`src/rtl/rwq_arb_pkg.sv`:
```
package rwq_arb_pkg;

  typedef enum logic {
    CMD_RD = 1'b0,
    CMD_WR = 1'b1
  } cmd_kind_e;

  // Saturating increment of a waiting age.
  function automatic int unsigned age_step(int unsigned cur, int unsigned top);
    return (cur >= top) ? top : cur + 1;
  endfunction

  // Age ordering between the read candidate and the write head; a tie is
  // resolved toward the type issued last.
  function automatic logic write_is_older(int unsigned rd_age, int unsigned wr_age,
                                          logic last_was_wr);
    return (wr_age > rd_age) || ((wr_age == rd_age) && last_was_wr);
  endfunction

endpackage

```
`src/rtl/rwq_age_ctr.sv`:
```
module rwq_age_ctr #(
  parameter int AGE_W = 4
) (
  input  logic             clk,
  input  logic             rst_n,
  input  logic             waiting,
  output logic [AGE_W-1:0] age,
  output logic             expired
);
  import rwq_arb_pkg::*;

  localparam int unsigned AGE_MAX = (1 << AGE_W) - 1;

  logic [AGE_W-1:0] age_q;

  always_ff @(posedge clk) begin
    if (!rst_n)        age_q <= '0;
    else if (waiting)  age_q <= AGE_W'(age_step(32'(age_q), AGE_MAX));
    else               age_q <= '0;
  end

  assign age     = age_q;
  assign expired = (32'(age_q) == AGE_MAX);

endmodule

```
`src/rtl/rwq_pick.sv`:
```
module rwq_pick #(
  parameter int PRIO_W = 2,
  parameter int AGE_W  = 4
) (
  input  logic [2:0]        elig,       // {wr, urgent rd (masked), normal rd}
  input  logic [PRIO_W-1:0] lpr_prio,
  input  logic [PRIO_W-1:0] hpr_prio,
  input  logic [PRIO_W-1:0] wr_prio,
  input  logic [AGE_W-1:0]  age_lpr,
  input  logic [AGE_W-1:0]  age_hpr,
  input  logic [AGE_W-1:0]  age_wr,
  input  logic [2:0]        exp_flags,
  input  logic              last_wr,
  output logic [2:0]        grant,
  output logic              issue_vld,
  output logic              issue_wr,
  output logic              rd_cand_exp
);
  import rwq_arb_pkg::*;

  // Read candidate: urgent read queue when present, else the normal one.
  logic             use_hpr, rd_v, wr_v, rd_p0, wr_p0;
  logic [AGE_W-1:0] rd_age;

  assign use_hpr     = elig[1];
  assign rd_v        = elig[1] | elig[0];
  assign wr_v        = elig[2];
  assign rd_p0       = use_hpr ? (hpr_prio == '0) : (lpr_prio == '0);
  assign wr_p0       = (wr_prio == '0);
  assign rd_age      = use_hpr ? age_hpr : age_lpr;
  assign rd_cand_exp = use_hpr ? exp_flags[1] : exp_flags[0];

  // First candidate is the older head.
  logic first_wr, f_p0, f_exp, o_v, o_p0, last_v;

  always_comb begin
    if (!rd_v)       first_wr = 1'b1;
    else if (!wr_v)  first_wr = 1'b0;
    else             first_wr = write_is_older(32'(rd_age), 32'(age_wr), last_wr);
  end

  assign f_p0   = first_wr ? wr_p0 : rd_p0;
  assign f_exp  = first_wr ? exp_flags[2] : rd_cand_exp;
  assign o_v    = first_wr ? rd_v : wr_v;
  assign o_p0   = first_wr ? rd_p0 : wr_p0;
  assign last_v = last_wr ? wr_v : rd_v;

  logic win_wr;

  always_comb begin
    if (f_exp)                          win_wr = first_wr;
    else if (f_p0 && first_wr == last_wr) win_wr = first_wr;
    else if (o_v && o_p0)               win_wr = ~first_wr;
    else if (f_p0)                      win_wr = first_wr;
    else if (last_v)                    win_wr = last_wr;
    else                                win_wr = ~last_wr;
  end

  assign issue_vld = rd_v | wr_v;
  assign issue_wr  = issue_vld & win_wr;

  always_comb begin
    if (!issue_vld)   grant = 3'b000;
    else if (win_wr)  grant = 3'b100;
    else if (use_hpr) grant = 3'b010;
    else              grant = 3'b001;
  end

endmodule

```
`src/rtl/rwq_last_type.sv`:
```
module rwq_last_type (
  input  logic clk,
  input  logic rst_n,
  input  logic issue_vld,
  input  logic issue_wr,
  output logic last_wr
);
  import rwq_arb_pkg::*;

  cmd_kind_e last_q;

  always_ff @(posedge clk) begin
    if (!rst_n)         last_q <= CMD_RD;
    else if (issue_vld) last_q <= issue_wr ? CMD_WR : CMD_RD;
  end

  assign last_wr = (last_q == CMD_WR);

endmodule

```
`src/rtl/rwq_select_arbiter.sv`:
```
module rwq_select_arbiter #(
  parameter int PRIO_W = 2,
  parameter int AGE_W  = 4
) (
  input  logic              clk,
  input  logic              rst_n,
  input  logic              split_en,
  input  logic              lpr_vld,
  input  logic [PRIO_W-1:0] lpr_prio,
  input  logic              hpr_vld,
  input  logic [PRIO_W-1:0] hpr_prio,
  input  logic              wr_vld,
  input  logic [PRIO_W-1:0] wr_prio,
  output logic [2:0]        grant,
  output logic              issue_vld,
  output logic              issue_wr,
  output logic              last_wr
);
  localparam int NQ = 3;

  logic [NQ-1:0]    elig;
  logic [NQ-1:0]    exp_q;
  logic [AGE_W-1:0] age_q [NQ];
  logic             rd_cand_exp;
  logic             wr_age_exp;

  assign elig       = {wr_vld, split_en & hpr_vld, lpr_vld};
  assign wr_age_exp = exp_q[2];

  for (genvar q = 0; q < NQ; q++) begin : g_age
    rwq_age_ctr #(.AGE_W(AGE_W)) u_age (
      .clk     (clk),
      .rst_n   (rst_n),
      .waiting (elig[q] & ~grant[q]),
      .age     (age_q[q]),
      .expired (exp_q[q])
    );
  end

  rwq_pick #(.PRIO_W(PRIO_W), .AGE_W(AGE_W)) u_pick (
    .elig        (elig),
    .lpr_prio    (lpr_prio),
    .hpr_prio    (hpr_prio),
    .wr_prio     (wr_prio),
    .age_lpr     (age_q[0]),
    .age_hpr     (age_q[1]),
    .age_wr      (age_q[2]),
    .exp_flags   (exp_q),
    .last_wr     (last_wr),
    .grant       (grant),
    .issue_vld   (issue_vld),
    .issue_wr    (issue_wr),
    .rd_cand_exp (rd_cand_exp)
  );

  rwq_last_type u_last (
    .clk       (clk),
    .rst_n     (rst_n),
    .issue_vld (issue_vld),
    .issue_wr  (issue_wr),
    .last_wr   (last_wr)
  );

endmodule

```
`config.mk`:
```
export PLATFORM = sky130hd
export DESIGN_NAME = rwq_select_arbiter
export DESIGN_NICKNAME = d
export VERILOG_FILES = /design/src/rtl/rwq_arb_pkg.sv /design/src/rtl/rwq_age_ctr.sv /design/src/rtl/rwq_pick.sv /design/src/rtl/rwq_last_type.sv /design/src/rtl/rwq_select_arbiter.sv
export SDC_FILE = /design/constraint.sdc
export NUM_CORES = 1
export LEC_CHECK = 0
export CAP_MARGIN = 10
export CORE_MARGIN = 2
export CORE_UTILIZATION = 51
export CTS_CLUSTER_SIZE = 14
export DETAILED_ROUTE_END_ITERATION = 12
export PLACE_DENSITY = 0.78
export SLEW_MARGIN = 20
export SYNTH_ARGS = -nofsm -noshare
export SYNTH_HDL_FRONTEND = slang
export SYNTH_SLANG_ARGS = --single-unit
export TNS_END_PERCENT = 50
```
`constraint.sdc`:
```
create_clock -name clk -period 3.5 [get_ports clk]
set_input_delay 0.35 -clock clk [delete_from_list [all_inputs] [get_ports clk]]
set_output_delay 0.35 -clock clk [all_outputs]
set_load 0.005 [all_outputs]
```
Word level (Yosys, flattened, before mapping) --
Cells that the tools add are included.
Storage, ports and cells: flip-flop bits (word level) 13, output and inout bits 6
Cells by class: add/sub/neg operators 3, magnitude comparators 4, equal/unequal tests 5, mux-type cells 22, bitwise logic cells 12, reductions and logical operators 10
Operators by type and width (number):
- $mux W4 | 4
- $mux W1 | 15
- $add A4 B1 Y4 const B | 3
- $eq A4 B4 Y1 const B | 3
- $ge A4 B4 Y1 const B | 3
- $logic_not A2 Y1 | 3
- $mux W3 | 2
- $reduce_and A2 Y1 | 3
- $and A1 B1 Y1 | 5
- $not A1 Y1 | 5
- $eq A4 B4 Y1 | 1
- $gt A4 B4 Y1 | 1
- $logic_and A1 B1 Y1 | 3
- $mux W2 | 1
- $or A1 B1 Y1 | 2
- $eq A1 B1 Y1 | 1
- $logic_or A1 B1 Y1 | 1

Logic depth before layout (Yosys ltp) --
depth after elaboration 17, gate-level depth with buffers 10, mapped depth without buffers 8

Hierarchy --
A second synthesis with hierarchy kept.
Second synthesis, totals: cell total of the unflattened synthesis 104, area total of the unflattened synthesis 923.4 um^2
By module, submodules not included:
- rwq_age_ctr | instances 3, cells an instance 18, area each 172.7 um^2
- rwq_pick | instances 1, cells an instance 43, area each 341.6 um^2
- rwq_last_type | instances 1, cells an instance 3, area each 36.3 um^2
- rwq_select_arbiter | instances 1, cells an instance 4, area each 27.5 um^2

Least setup slack after synthesis --
OpenSTA, ideal clock, no wires.
path kind input -> output, from input port split_en, to output port grant[2], arrival time 2875 ps, required time 3150 ps, path slack 275 ps, stages 10, buffers on the path 2, cell sequence nand2_1 -> clkbuf_1 -> mux2_2 -> ha_1 -> nand2b_1 -> a2111oi_0 -> nor3_1 -> a211o_1 -> and3_2 -> buf_4
On the way: word-level cells in the longest chain between the ends 14, elaborated cells between the ends (all ways) 28, those cells by class order compare (1); eq/ne (2); mux (17); bitwise (4); reduce/logical (4)
Ends and longest elaborated chain:
- from (decl) | RTL line rwq_select_arbiter.sv:7 | input logic split_en,
- $and A1 B1 Y1 * | RTL line rwq_select_arbiter.sv:27 | assign elig = {wr_vld, split_en & hpr_vld, lpr_vld};
- branches (longest 12 deep; another with $gt A4 B4 Y1)
- $mux W3 * | RTL line rwq_pick.sv:63 | if (!issue_vld) grant = 3'b000;
- to (decl) | RTL line rwq_select_arbiter.sv:14 | output logic [2:0] grant,
Every way passes the cells marked *.

Worst setup path in the final report --
from input port hpr_vld, to output port grant[1]
On the way: word-level cells in the longest chain between the ends 14, elaborated cells between the ends (all ways) 29, those cells by class order compare (1); eq/ne (2); mux (18); bitwise (4); reduce/logical (4)
Ends and longest elaborated chain:
- from (decl) | RTL line rwq_select_arbiter.sv:10 | input logic hpr_vld,
- $and A1 B1 Y1 * | RTL line rwq_select_arbiter.sv:27
- branches (longest 12 deep; another with $gt A4 B4 Y1)
- $mux W3 * | RTL line rwq_pick.sv:63
Marked as above.

==> impl_metrics.json <==
{
  "worstSetupStartpointType": "input pin",
  "path_delay_family": "buffers and inverters",
  "finalMaxSlewViolations": 0,
  "ff_latch_area_um2": 260,
  "synth_fp_nets": 138,
  "tightest_slew_ns": 0.558,
  "yosys-top-cells-count": "dfxtp_1, nand3_1, nor3_1",
  "antenna_found_initial": 0,
  "grt_use_total_pct": 25.0,
  "clk_latency_ns": 0.28,
  "synth.avg_cell_area_um2": 8.40,
  "worstHoldPathType": "flop to flop",
  "crit_required_ns": 3.15,
  "max_cap_viol_count": 0,
  "finalSetupViolCount": 0,
  "yosysMostFrequentCell": "dfxtp_1",
  "diodes": 0,
  "post_drt_wl_per_cell_um": 15.3,
  "critPathBufInv": 3,
  "synth.distinct_cells": 43,
  "cts-htree-levels": 1,
  "vias": 1069,
  "cts_tree": "done",
  "multi_input_area_um2": 718,
  "clock-sinks": 13,
  "root_buffer": "clkbuf_4",
  "start_util_pct": 52.6,
  "core_area_mm2": 0.00190,
  "max-vdd-ir-drop_mv": 0.252,
  "grt_max_degree": 12,
  "die_w_um": 48.3,
  "powerDensity_mw_per_mm2": 292,
  "dieArea_mm2": 0.00233,
  "fin_hold_ws_ns": 0.527,
  "fin_nets": 163,
  "io_pins": 18,
  "post-place-ws_ns": -0.0557,
  "firstDrtPassIters": 4,
  "syn_inst": 119,
  "antenna_left": 0,
  "synthFlopType": "dfxtp_1",
  "fin_crit_sh_pct": 95.9,
  "yosys_warnings": 0,
  "rows": 16,
  "syn_to_final_growth_pct": 29.4,
  "p_leak_nw": 0.542,
  "synth_edf_count": 0,
  "fmax_mhz": 298,
  "synth-seq-area-share_pct": 26.0,
  "yosysTopAreaCell": "dfxtp_1",
  "cp_slowest_cell": "clkdlybuf4s50_1",
  "final_area_mm2": 0.00129,
  "syn_area_um2": 1000,
  "hpwl_um": 2030,
  "drc": 0,
  "die_y_um": 48.3,
  "synth_top_area_share_pct": 26.0,
  "wl_um": 2600,
  "io_buffers": 17,
  "grt_overflow": 0,
  "placed_cell_area_mm2": 0.00123,
  "drt_iter0_markers": 24,
  "finalHoldViolCount": 0,
  "cp_slowest_stage_delay_ns": 0.53,
  "crit_arrival_ns": 3.01,
  "grt_pass1_wl_um": 4030,
  "viasPerCell": 6.29,
  "fin_crit_ns": 3.36,
  "nFillCells": 171,
  "critPathCaptureType": "output pin",
  "timing.critical_path.mode_cell": "clkdlybuf4s50_1",
  "clkTransAtPathRegs_ns": 0.08,
  "status": "completed",
  "worstSetupPathType": "input pin to output pin",
  "synth.area.top_cells": "dfxtp_1, ha_1, mux2i_1",
  "fin_ws_ns": 0.144,
  "numCtsBuffers": 3,
  "grt_pass1_vias": 898,
  "crit_path_cell_trace": "clkdlybuf4s50_1, nand2_2, mux2_2, ha_1, nand2b_1, a2111oi_2, buf_4, or3_1, a21oi_1, nor3_1, clkdlybuf4s50_1",
  "max-clock-path-buffers": 2,
  "async_reset_ff_share_pct": 0,
  "crit_fanout": 3,
  "fin_skew_ns": 0.00413,
  "place_congestion": 0.940,
  "drive_above_1_share_pct": 12.6,
  "synth_seq_cells": 13,
  "slew_headroom_pct": 62.6
}
layout make-up:
cell class                      instances  area share, %
Timing Repair Buffer                   25           18.9
Multi-Input combinational cell         98           55.5
Inverter                                3          0.870
Sequential cell                        13           20.1
Tap cell                               27           2.61
Clock buffer                            4           2.03
state kept, by name, indices dropped and copies added, names as in the netlist:
name,cells
g_age.u_age.age,12
u_last.last_wr,1
layout by cell type, fill, tap and decap left out, types with 4 or more instances in the layout:
cell type        instances
a211oi_1                 4
buf_4                    7
clkdlybuf4s50_1         13
dfxtp_1                 13
dlymetal6s2s_1           4
ha_1                     7
mux2i_1                  4
nand2_1                  6
nand2b_1                 5
nand3_1                  8
nor2_1                   5
nor3_1                   8
where the power goes:
group	switching, W	leakage (nW)	internal [W]	total [W]
Combinational	0.0000591	0.421	0.0000653	0.000124
Clock	0.0000500	0.0150	0.0000443	0.0000943
Sequential	0.00000679	0.105	0.000152	0.000159
worst reg2reg max path: cells and delay by family (launching register included):
| kind | cells | cell delay, ns |
|---|---|---|
| AO/OA/AOI/OAI | 3 | 0.88 |
| multiplexers | 1 | 0.28 |
| AND/OR/NAND/NOR | 2 | 0.21 |
| adder cells (fa/ha/maj) | 1 | 0.28 |
| flip-flops | 1 | 0.35 |
| buffers and inverters | 2 | 0.33 |
per-layer routing:
metal  global-route usage, %  share of wire (%)  up-vias
met5                       0                  0        -
met2                    41.3                 48       32
met4                    6.49               0.96        0
li1                        -                  -      528
met1                    32.8                 45      505
met3                    5.56                5.5        4
cells by family after synthesis:
group                      after synthesis  synth area share [%]
and+or+nand+nor                         49                  27.3
AOI/OAI and AO/OA                       36                  28.4
DFF                                     13                  26.0
buffers and inverters                    8                  3.38
adders and majority gates                7                  8.76
muxes                                    6                  6.13
stage by stage:
step	setup TNS [ns]	util (%)	total power (W)	cells
5_1_grt	-0.00542	68.0	0.000395	170
2_1_floorplan	0	-	0.000230	119
4_1_cts	0	66.6	0.000377	169
3_3_place_gp	0	64.9	0.000280	165
3_5_place_dp	-0.115	64.9	0.000284	165
6_report	0	68.0	0.000378	170
path summary, 6_finish.rpt:
| path | from | cells past startpoint | slack [ns] | to |
|---|---|---|---|---|
| worst min-delay path | g_age[2].u_age.age[0] | 1 | 0.53 | g_age[2].u_age.age[0] |
| worst max-delay path | hpr_vld | 11 | 0.14 | grant[1] |
| worst min register to register | g_age[2].u_age.age[0] | 1 | 0.53 | g_age[2].u_age.age[0] |
| worst max register to register | g_age[0].u_age.age[0] | 9 | 1.09 | g_age[2].u_age.age[2] |
what timing repair did:
item                                    CTS  global route
hold endpoints to repair                  0             0
setup buffers                             0             1
gates resized for setup                   2             7
hold buffers                              0             0
pin swaps                                 2             0
endpoints found under the setup margin    3             4
No activity file was read; power rests on OpenSTA's default activity.
